**config.mk**
```make
export PLATFORM = sky130hd
export DESIGN_NAME = mirror_tap_expander
export DESIGN_NICKNAME = d
export VERILOG_FILES = /design/src/rtl/mfce_pkg.sv /design/src/rtl/tap_kernel_store.sv /design/src/rtl/tap_walk_seq.sv /design/src/rtl/tap_field_unpack.sv /design/src/rtl/mirror_tap_expander.sv
export SDC_FILE = /design/constraint.sdc
export NUM_CORES = 1
export LEC_CHECK = 0
export ABC_AREA = 1
export BUFFER_PORTS_ARGS = -buffer_cell sky130_fd_sc_hd__buf_4
export CAP_MARGIN = 15
export CORE_MARGIN = 2
export CORE_UTILIZATION = 44
export CTS_BUF_LIST = sky130_fd_sc_hd__clkbuf_2
export DETAILED_ROUTE_END_ITERATION = 7
export PLACE_DENSITY = 0.66
export REMOVE_ABC_BUFFERS = 1
export SLEW_MARGIN = 20
export SYNTH_ARGS = -nofsm -noshare
export SYNTH_HDL_FRONTEND = slang
export SYNTH_HIERARCHICAL = 1
export SYNTH_SLANG_ARGS = --single-unit
```
**constraint.sdc**
```tcl
create_clock -name clk -period 4.5 [get_ports clk]
set_input_delay 0.225 -clock clk [delete_from_list [all_inputs] [get_ports clk]]
set_output_delay 0.225 -clock clk [all_outputs]
set_load 0.02 [all_outputs]
```
**src/rtl/mfce_pkg.sv**
```systemverilog
package mfce_pkg;
   localparam int unsigned DEF_WORD_W     = 32;
   localparam int unsigned DEF_COEF_W     = 9;
   localparam int unsigned DEF_SLOTS      = 3;
   localparam int unsigned DEF_HALF_WORDS = 6;
   localparam int unsigned DEF_OUT_W      = 12;

   typedef enum logic {
      WALK_IDLE = 1'b0,
      WALK_RUN  = 1'b1
   } walk_state_e;

   function automatic int unsigned kernel_words(input int unsigned half_words);
      return 2 * half_words - 1;
   endfunction

   function automatic int unsigned tap_count(input int unsigned half_words,
                                             input int unsigned slots);
      return slots * kernel_words(half_words) - 1;
   endfunction
endpackage

```
**src/rtl/tap_kernel_store.sv**
```systemverilog
module tap_kernel_store #(
   parameter int unsigned WORD_W     = mfce_pkg::DEF_WORD_W,
   parameter int unsigned HALF_WORDS = mfce_pkg::DEF_HALF_WORDS,
   parameter int unsigned ADDR_W     = 4,
   parameter bit          MIRROR     = 1'b1,
   localparam int unsigned KW        = mfce_pkg::kernel_words(HALF_WORDS),
   localparam int unsigned WIDX_W    = $clog2(KW)
) (
   input  logic              clk,
   input  logic              rst_n,
   input  logic              wr_en,
   input  logic [ADDR_W-1:0] wr_addr,
   input  logic [WORD_W-1:0] wr_data,
   input  logic [WIDX_W-1:0] rd_idx,
   output logic [WORD_W-1:0] rd_word
);
   localparam int unsigned DEPTH = MIRROR ? HALF_WORDS : KW;
   localparam int unsigned MI_W  = (DEPTH > 1) ? $clog2(DEPTH) : 1;

   generate
      if (ADDR_W < WIDX_W) begin : g_bad_addr
         $error("tap_kernel_store: ADDR_W too narrow for the kernel");
      end
   endgenerate

   logic [WORD_W-1:0] mem_q [DEPTH];
   logic [WIDX_W-1:0] phys_idx;
   logic              wr_hit;

   // Address folding variant is chosen by parameter.
   generate
      if (MIRROR) begin : g_fold
         always_comb begin
            if (int'(rd_idx) < int'(HALF_WORDS))
               phys_idx = rd_idx;
            else
               phys_idx = WIDX_W'(KW - 1) - rd_idx;
         end
      end else begin : g_flat
         always_comb phys_idx = rd_idx;
      end
   endgenerate

   assign wr_hit  = wr_en && (int'(wr_addr) < int'(DEPTH));
   assign rd_word = mem_q[phys_idx[MI_W-1:0]];

   always_ff @(posedge clk) begin
      if (!rst_n) begin
         for (int i = 0; i < int'(DEPTH); i++) mem_q[i] <= '0;
      end else if (wr_hit) begin
         mem_q[wr_addr[MI_W-1:0]] <= wr_data;
      end
   end

   // the folded read address always lands inside the stored words
   assert_phys_in_range_R4 : assert property (@(posedge clk) disable iff (!rst_n)
      int'(rd_idx) < int'(KW) |-> int'(phys_idx) < int'(DEPTH));
endmodule

```
**src/rtl/tap_walk_seq.sv**
```systemverilog
module tap_walk_seq #(
   parameter int unsigned HALF_WORDS = mfce_pkg::DEF_HALF_WORDS,
   parameter int unsigned SLOTS      = mfce_pkg::DEF_SLOTS,
   localparam int unsigned KW        = mfce_pkg::kernel_words(HALF_WORDS),
   localparam int unsigned WIDX_W    = $clog2(KW),
   localparam int unsigned SLOT_W    = $clog2(SLOTS)
) (
   input  logic              clk,
   input  logic              rst_n,
   input  logic              start,
   input  logic              ready,
   output logic              busy,
   output logic [WIDX_W-1:0] word_idx,
   output logic [SLOT_W-1:0] slot_idx,
   output logic              last
);
   import mfce_pkg::*;

   generate
      if (SLOTS < 2) begin : g_bad_slots
         $error("tap_walk_seq: at least two slots per word are required");
      end
      if (HALF_WORDS < 2) begin : g_bad_half
         $error("tap_walk_seq: at least two unique words are required");
      end
   endgenerate

   localparam logic [SLOT_W-1:0] S_TOP  = SLOT_W'(SLOTS - 1);
   localparam logic [SLOT_W-1:0] S_PRE  = SLOT_W'(SLOTS - 2);
   localparam logic [WIDX_W-1:0] W_MID  = WIDX_W'(HALF_WORDS - 1);
   localparam logic [WIDX_W-1:0] W_END  = WIDX_W'(KW - 1);

   walk_state_e       st_q, st_d;
   logic [WIDX_W-1:0] w_q, w_d;
   logic [SLOT_W-1:0] s_q, s_d;
   logic              upper;

   assign upper    = (w_q > W_MID);
   assign busy     = (st_q == WALK_RUN);
   assign word_idx = w_q;
   assign slot_idx = s_q;
   assign last     = busy && (w_q == W_END) && (s_q == '0);

   always_comb begin
      st_d = st_q;
      w_d  = w_q;
      s_d  = s_q;
      if (st_q == WALK_IDLE) begin
         if (start) begin
            st_d = WALK_RUN;
            w_d  = '0;
            s_d  = '0;
         end
      end else if (ready) begin
         if (last) begin
            st_d = WALK_IDLE;
         end else if (!upper) begin
            if ((w_q == W_MID) && (s_q == S_PRE)) begin
               // step over the pad slot into the mirrored half
               w_d = w_q + 1'b1;
               s_d = S_TOP;
            end else if (s_q == S_TOP) begin
               w_d = w_q + 1'b1;
               s_d = '0;
            end else begin
               s_d = s_q + 1'b1;
            end
         end else begin
            if (s_q == '0) begin
               w_d = w_q + 1'b1;
               s_d = S_TOP;
            end else begin
               s_d = s_q - 1'b1;
            end
         end
      end
   end

   always_ff @(posedge clk) begin
      if (!rst_n) begin
         st_q <= WALK_IDLE;
         w_q  <= '0;
         s_q  <= '0;
      end else begin
         st_q <= st_d;
         w_q  <= w_d;
         s_q  <= s_d;
      end
   end

   // the pad position is never presented
   assert_no_pad_R5 : assert property (@(posedge clk) disable iff (!rst_n)
      busy |-> !((w_q == W_MID) && (s_q == S_TOP)));

   // the mirrored half walks slots downward
   assert_upper_descends_R3 : assert property (@(posedge clk) disable iff (!rst_n)
      busy && ready && upper && (s_q != '0) |=> busy && (s_q == $past(s_q) - 1'b1));

   // a pass always starts at the first word and slot
   assert_start_origin_R6 : assert property (@(posedge clk) disable iff (!rst_n)
      !busy && start |=> busy && (w_q == '0) && (s_q == '0));
endmodule

```
**src/rtl/tap_field_unpack.sv**
```systemverilog
module tap_field_unpack #(
   parameter int unsigned WORD_W = mfce_pkg::DEF_WORD_W,
   parameter int unsigned COEF_W = mfce_pkg::DEF_COEF_W,
   parameter int unsigned SLOTS  = mfce_pkg::DEF_SLOTS,
   parameter int unsigned OUT_W  = mfce_pkg::DEF_OUT_W,
   localparam int unsigned SLOT_W = $clog2(SLOTS)
) (
   input  logic [WORD_W-1:0] word_in,
   input  logic [SLOT_W-1:0] slot,
   output logic [OUT_W-1:0]  tap
);
   generate
      if (SLOTS * COEF_W > WORD_W) begin : g_bad_pack
         $error("tap_field_unpack: fields do not fit in a word");
      end
      if (OUT_W < COEF_W) begin : g_bad_out
         $error("tap_field_unpack: output narrower than a coefficient");
      end
   endgenerate

   logic [COEF_W-1:0] field [SLOTS];
   logic [COEF_W-1:0] picked;

   generate
      for (genvar g = 0; g < int'(SLOTS); g++) begin : g_field
         assign field[g] = word_in[g*COEF_W +: COEF_W];
      end
   endgenerate

   assign picked = field[slot];

   generate
      if (OUT_W > COEF_W) begin : g_extend
         assign tap = {{(OUT_W-COEF_W){picked[COEF_W-1]}}, picked};
      end else begin : g_exact
         assign tap = picked;
      end
   endgenerate
endmodule

```
**src/rtl/mirror_tap_expander.sv**
```systemverilog
module mirror_tap_expander #(
   parameter int unsigned WORD_W     = mfce_pkg::DEF_WORD_W,
   parameter int unsigned COEF_W     = mfce_pkg::DEF_COEF_W,
   parameter int unsigned SLOTS      = mfce_pkg::DEF_SLOTS,
   parameter int unsigned HALF_WORDS = mfce_pkg::DEF_HALF_WORDS,
   parameter int unsigned OUT_W      = mfce_pkg::DEF_OUT_W,
   parameter int unsigned ADDR_W     = 4,
   parameter bit          MIRROR_LOAD = 1'b1
) (
   input  logic              clk,
   input  logic              rst_n,
   input  logic              wr_en,
   input  logic [ADDR_W-1:0] wr_addr,
   input  logic [WORD_W-1:0] wr_data,
   input  logic              start,
   output logic              tap_valid,
   input  logic              tap_ready,
   output logic [OUT_W-1:0]  tap_data,
   output logic              tap_last
);
   localparam int unsigned KW     = mfce_pkg::kernel_words(HALF_WORDS);
   localparam int unsigned TAPS   = mfce_pkg::tap_count(HALF_WORDS, SLOTS);
   localparam int unsigned WIDX_W = $clog2(KW);
   localparam int unsigned SLOT_W = $clog2(SLOTS);
   localparam int unsigned CNT_W  = $clog2(TAPS) + 1;

   logic [WIDX_W-1:0] word_idx;
   logic [SLOT_W-1:0] slot_idx;
   logic [WORD_W-1:0] cur_word;

   tap_walk_seq #(
      .HALF_WORDS (HALF_WORDS),
      .SLOTS      (SLOTS)
   ) u_seq (
      .clk      (clk),
      .rst_n    (rst_n),
      .start    (start),
      .ready    (tap_ready),
      .busy     (tap_valid),
      .word_idx (word_idx),
      .slot_idx (slot_idx),
      .last     (tap_last)
   );

   tap_kernel_store #(
      .WORD_W     (WORD_W),
      .HALF_WORDS (HALF_WORDS),
      .ADDR_W     (ADDR_W),
      .MIRROR     (MIRROR_LOAD)
   ) u_store (
      .clk     (clk),
      .rst_n   (rst_n),
      .wr_en   (wr_en),
      .wr_addr (wr_addr),
      .wr_data (wr_data),
      .rd_idx  (word_idx),
      .rd_word (cur_word)
   );

   tap_field_unpack #(
      .WORD_W (WORD_W),
      .COEF_W (COEF_W),
      .SLOTS  (SLOTS),
      .OUT_W  (OUT_W)
   ) u_unpack (
      .word_in (cur_word),
      .slot    (slot_idx),
      .tap     (tap_data)
   );

   // Handshake counter used only by the pass-length checks below.
   logic [CNT_W-1:0] acc_cnt_q;
   always_ff @(posedge clk) begin
      if (!rst_n)
         acc_cnt_q <= '0;
      else if (!tap_valid)
         acc_cnt_q <= '0;
      else if (tap_ready)
         acc_cnt_q <= acc_cnt_q + 1'b1;
   end

   assert_last_on_final_R6 : assert property (@(posedge clk) disable iff (!rst_n)
      tap_valid && tap_last |-> acc_cnt_q == CNT_W'(TAPS - 1));

   assert_no_early_last_R6 : assert property (@(posedge clk) disable iff (!rst_n)
      tap_valid && !tap_last |-> acc_cnt_q < CNT_W'(TAPS - 1));

   assert_valid_drops_R6 : assert property (@(posedge clk) disable iff (!rst_n)
      tap_valid && tap_ready && tap_last |=> !tap_valid);

   assert_hold_stall_R7 : assert property (@(posedge clk) disable iff (!rst_n)
      tap_valid && !tap_ready && !wr_en |=>
         tap_valid && $stable(tap_data) && $stable(tap_last));

   assert_start_ignored_R8 : assert property (@(posedge clk) disable iff (!rst_n)
      tap_valid && start && !tap_ready |=>
         tap_valid && $stable(word_idx) && $stable(slot_idx));

   assert_idle_quiet_R1 : assert property (@(posedge clk) disable iff (!rst_n)
      !tap_valid && !start |=> !tap_valid);
endmodule

```
==> impl_metrics.py <==
metrics = {
    "outcome": {
        "status": "completed",
    },
    "detailed_routing": {
        "drc": 0,
        "drt_iter0_markers": 510,
        "drt-vias-per-instance": 4.79,
        "route.detailed.wl_per_inst_um": 14.6,
        "drt_first_pass_iters": 5,
        "vias": 8466,
        "drt-total-wl_um": 25900,
        "postRouteAntennaNets": 0,
    },
    "cts": {
        "postCtsSetupBuffers": 0,
        "cts_tree": "done",
        "clkTransAtPathRegs_ps": 120,
        "cts_sinks": 223,
        "cts-buffers-inserted": 56,
        "cts_root_buf": "clkbuf_2",
        "clk_latency_ps": 820,
        "cts_hold_buffers": 37,
        "clock_path_buffers": 3,
        "cts_resized": 0,
        "cts_htree_levels": 2,
    },
    "floorplan": {
        "dieArea_sq_mm": 0.0271,
        "ioPinCount": 55,
        "initial_utilization_pct": 44.9,
        "fp-row-count": 58,
        "die_w_um": 165,
        "die_y_um": 165,
        "core_sq_mm": 0.0253,
    },
    "setup_path": {
        "crit_type": "reg -> reg",
        "cp_cell_sequence": "buf_4 -> inv_1 -> ha_1 -> inv_1 -> nand3_1 -> nand2_2 -> nand3_1 -> nand3_1 -> nand2_1 -> nand2_1 -> dlygate4sd3_1 -> nor2_1 -> dlygate4sd3_1",
        "cp-end-kind": "flop",
        "crit_path_top_delay_cell": "dfxtp_4",
        "cp.buffers_inverters": 5,
        "crit_top_cell": "nand3_1",
        "crit_required_ps": 5230,
        "cpLargestDelayFamily": "buffers and inverters",
        "cpPeakStageDelay_ps": 780,
        "arrival_ps": 4560,
        "path_max_fanout": 74,
        "critPathLaunchType": "flop",
    },
    "placed_design": {
        "routabilityCongestion": 0.760,
        "place_area_sq_mm": 0.0120,
        "dp_hpwl_um": 14800,
        "io_buffers": 49,
    },
    "global_routing": {
        "grt_pass1_vias": 8021,
        "grt_usage_pct": 19.6,
        "grt_max_degree": 75,
        "grt_overflow": 0,
        "grt_pass1_wl_um": 41000,
        "antenna_found_initial": 1,
    },
    "sta": {
        "drv_slew": 0,
        "hold_viol": 0,
        "timing.fmax_ghz": 0.261,
        "holdWs_ps": 92.7,
        "rsz0062_at_grt": "no",
        "finalSetupTns_ps": 0,
        "setup_viol_count_final": 0,
        "period_needed_ps": 3830,
        "min_period_over_period_pct": 85.2,
        "finalClockSkew_ps": 17.8,
        "slew_headroom_pct": 44.7,
        "worst_pin_slew_ps": 828,
    },
    "cells_and_area": {
        "drive_gt1_share_pct": 14.8,
        "area_delta_synth_final_pct": 13.9,
        "nets": 1449,
        "stdcell_area_sq_mm": 0.0129,
    },
    "logic_synthesis": {
        "yosys_warnings": 6,
        "synth.avg_cell_area_sq_um": 9.00,
        "syn_area_sq_mm": 0.0113,
        "syn_inst": 1259,
    },
    "power_and_ir_drop": {
        "leakagePower_nw": 6.06,
        "power.total_mw": 4.82,
        "vdd_drop_max_mv": 0.157,
        "powerDensity_mw_per_mm2": 374,
    },
    "worst_hold_path": {
        "hold_class": "in -> reg",
    },
    "flow_run": {
        "maxCapViolCount": 0,
    },
}
-- sequential cells by signal (all words and copies together), names as in the netlist --
signal          count
u_seq/word_idx      4
u_seq/busy          1
u_store/mem_q     216
u_seq/slot_idx      2
-- metal layers --
layer / track usage [%] / vias to the layer above / part of all wire, %
met2: 33.6 / 239 / 50
met1: 25.3 / 3979 / 42
met3: 3.54 / 39 / 6.1
met4: 6.40 / 0 / 1.5
li1: - / 4209 / -
met5: 0 / - / 0
-- layout by cell type, fill, tap and decap left out, types with 15 or more instances in the layout --
| cell | instances |
|---|---|
| edfxtp_1 | 216 |
| o21ai_0 | 17 |
| a21boi_0 | 15 |
| inv_1 | 191 |
| clkbuf_2 | 81 |
| nand2_2 | 22 |
| conb_1 | 54 |
| nand2_1 | 346 |
| nand3_1 | 128 |
| dlygate4sd3_1 | 37 |
| nor2_1 | 150 |
| a21oi_1 | 28 |
| buf_4 | 69 |
-- through the flow --
step	util [%]	cells	setup WS [ps]
final	51.1	1768	665
after global routing	51.1	1768	374
after CTS	51.1	1767	601
after detailed placement	47.7	1633	1540
after global placement	47.7	1633	1550
after floorplan	-	1234	-2360
-- power by group --
group          switching, mW  internal (mW)
Clock                  0.798          0.536
Sequential            0.0676           2.40
Combinational          0.674          0.343
Total                   1.54           3.28
-- cell type report --
type | count | area [sq um]
fill | 2407 | 12300
inverter | 198 | 748
timing repair buffer | 106 | 888
tap | 330 | 413
multi-input combinational | 813 | 3730
clock buffer | 81 | 405
antenna | 1 | 2.50
sequential | 223 | 6630
clock inverter | 16 | 90.1
-- path summary, 6_finish.rpt --
kind / slack (ps) / startpoint / cells after the start / endpoint
worst min register to register: 620 / u_seq/word_idx[3]$_SDFFE_PN0P_ / 2 / u_seq/word_idx[3]$_SDFFE_PN0P_
worst max register to register: 670 / u_seq/word_idx[0]$_SDFFE_PN0P_ / 13 / u_seq/word_idx[2]$_SDFFE_PN0P_
worst min-delay path: 90 / wr_addr[1] / 4 / u_store/mem_q[5][2]$_DFFE_PP_
worst max-delay path: 670 / u_seq/word_idx[0]$_SDFFE_PN0P_ / 13 / u_seq/word_idx[2]$_SDFFE_PN0P_
-- worst min-delay path, stage by stage --
cell and delay (ps):
buf_4 120, nand2_1 80, nand3_1 130, a21oi_4 170
No activity file was read; power rests on OpenSTA's default activity.
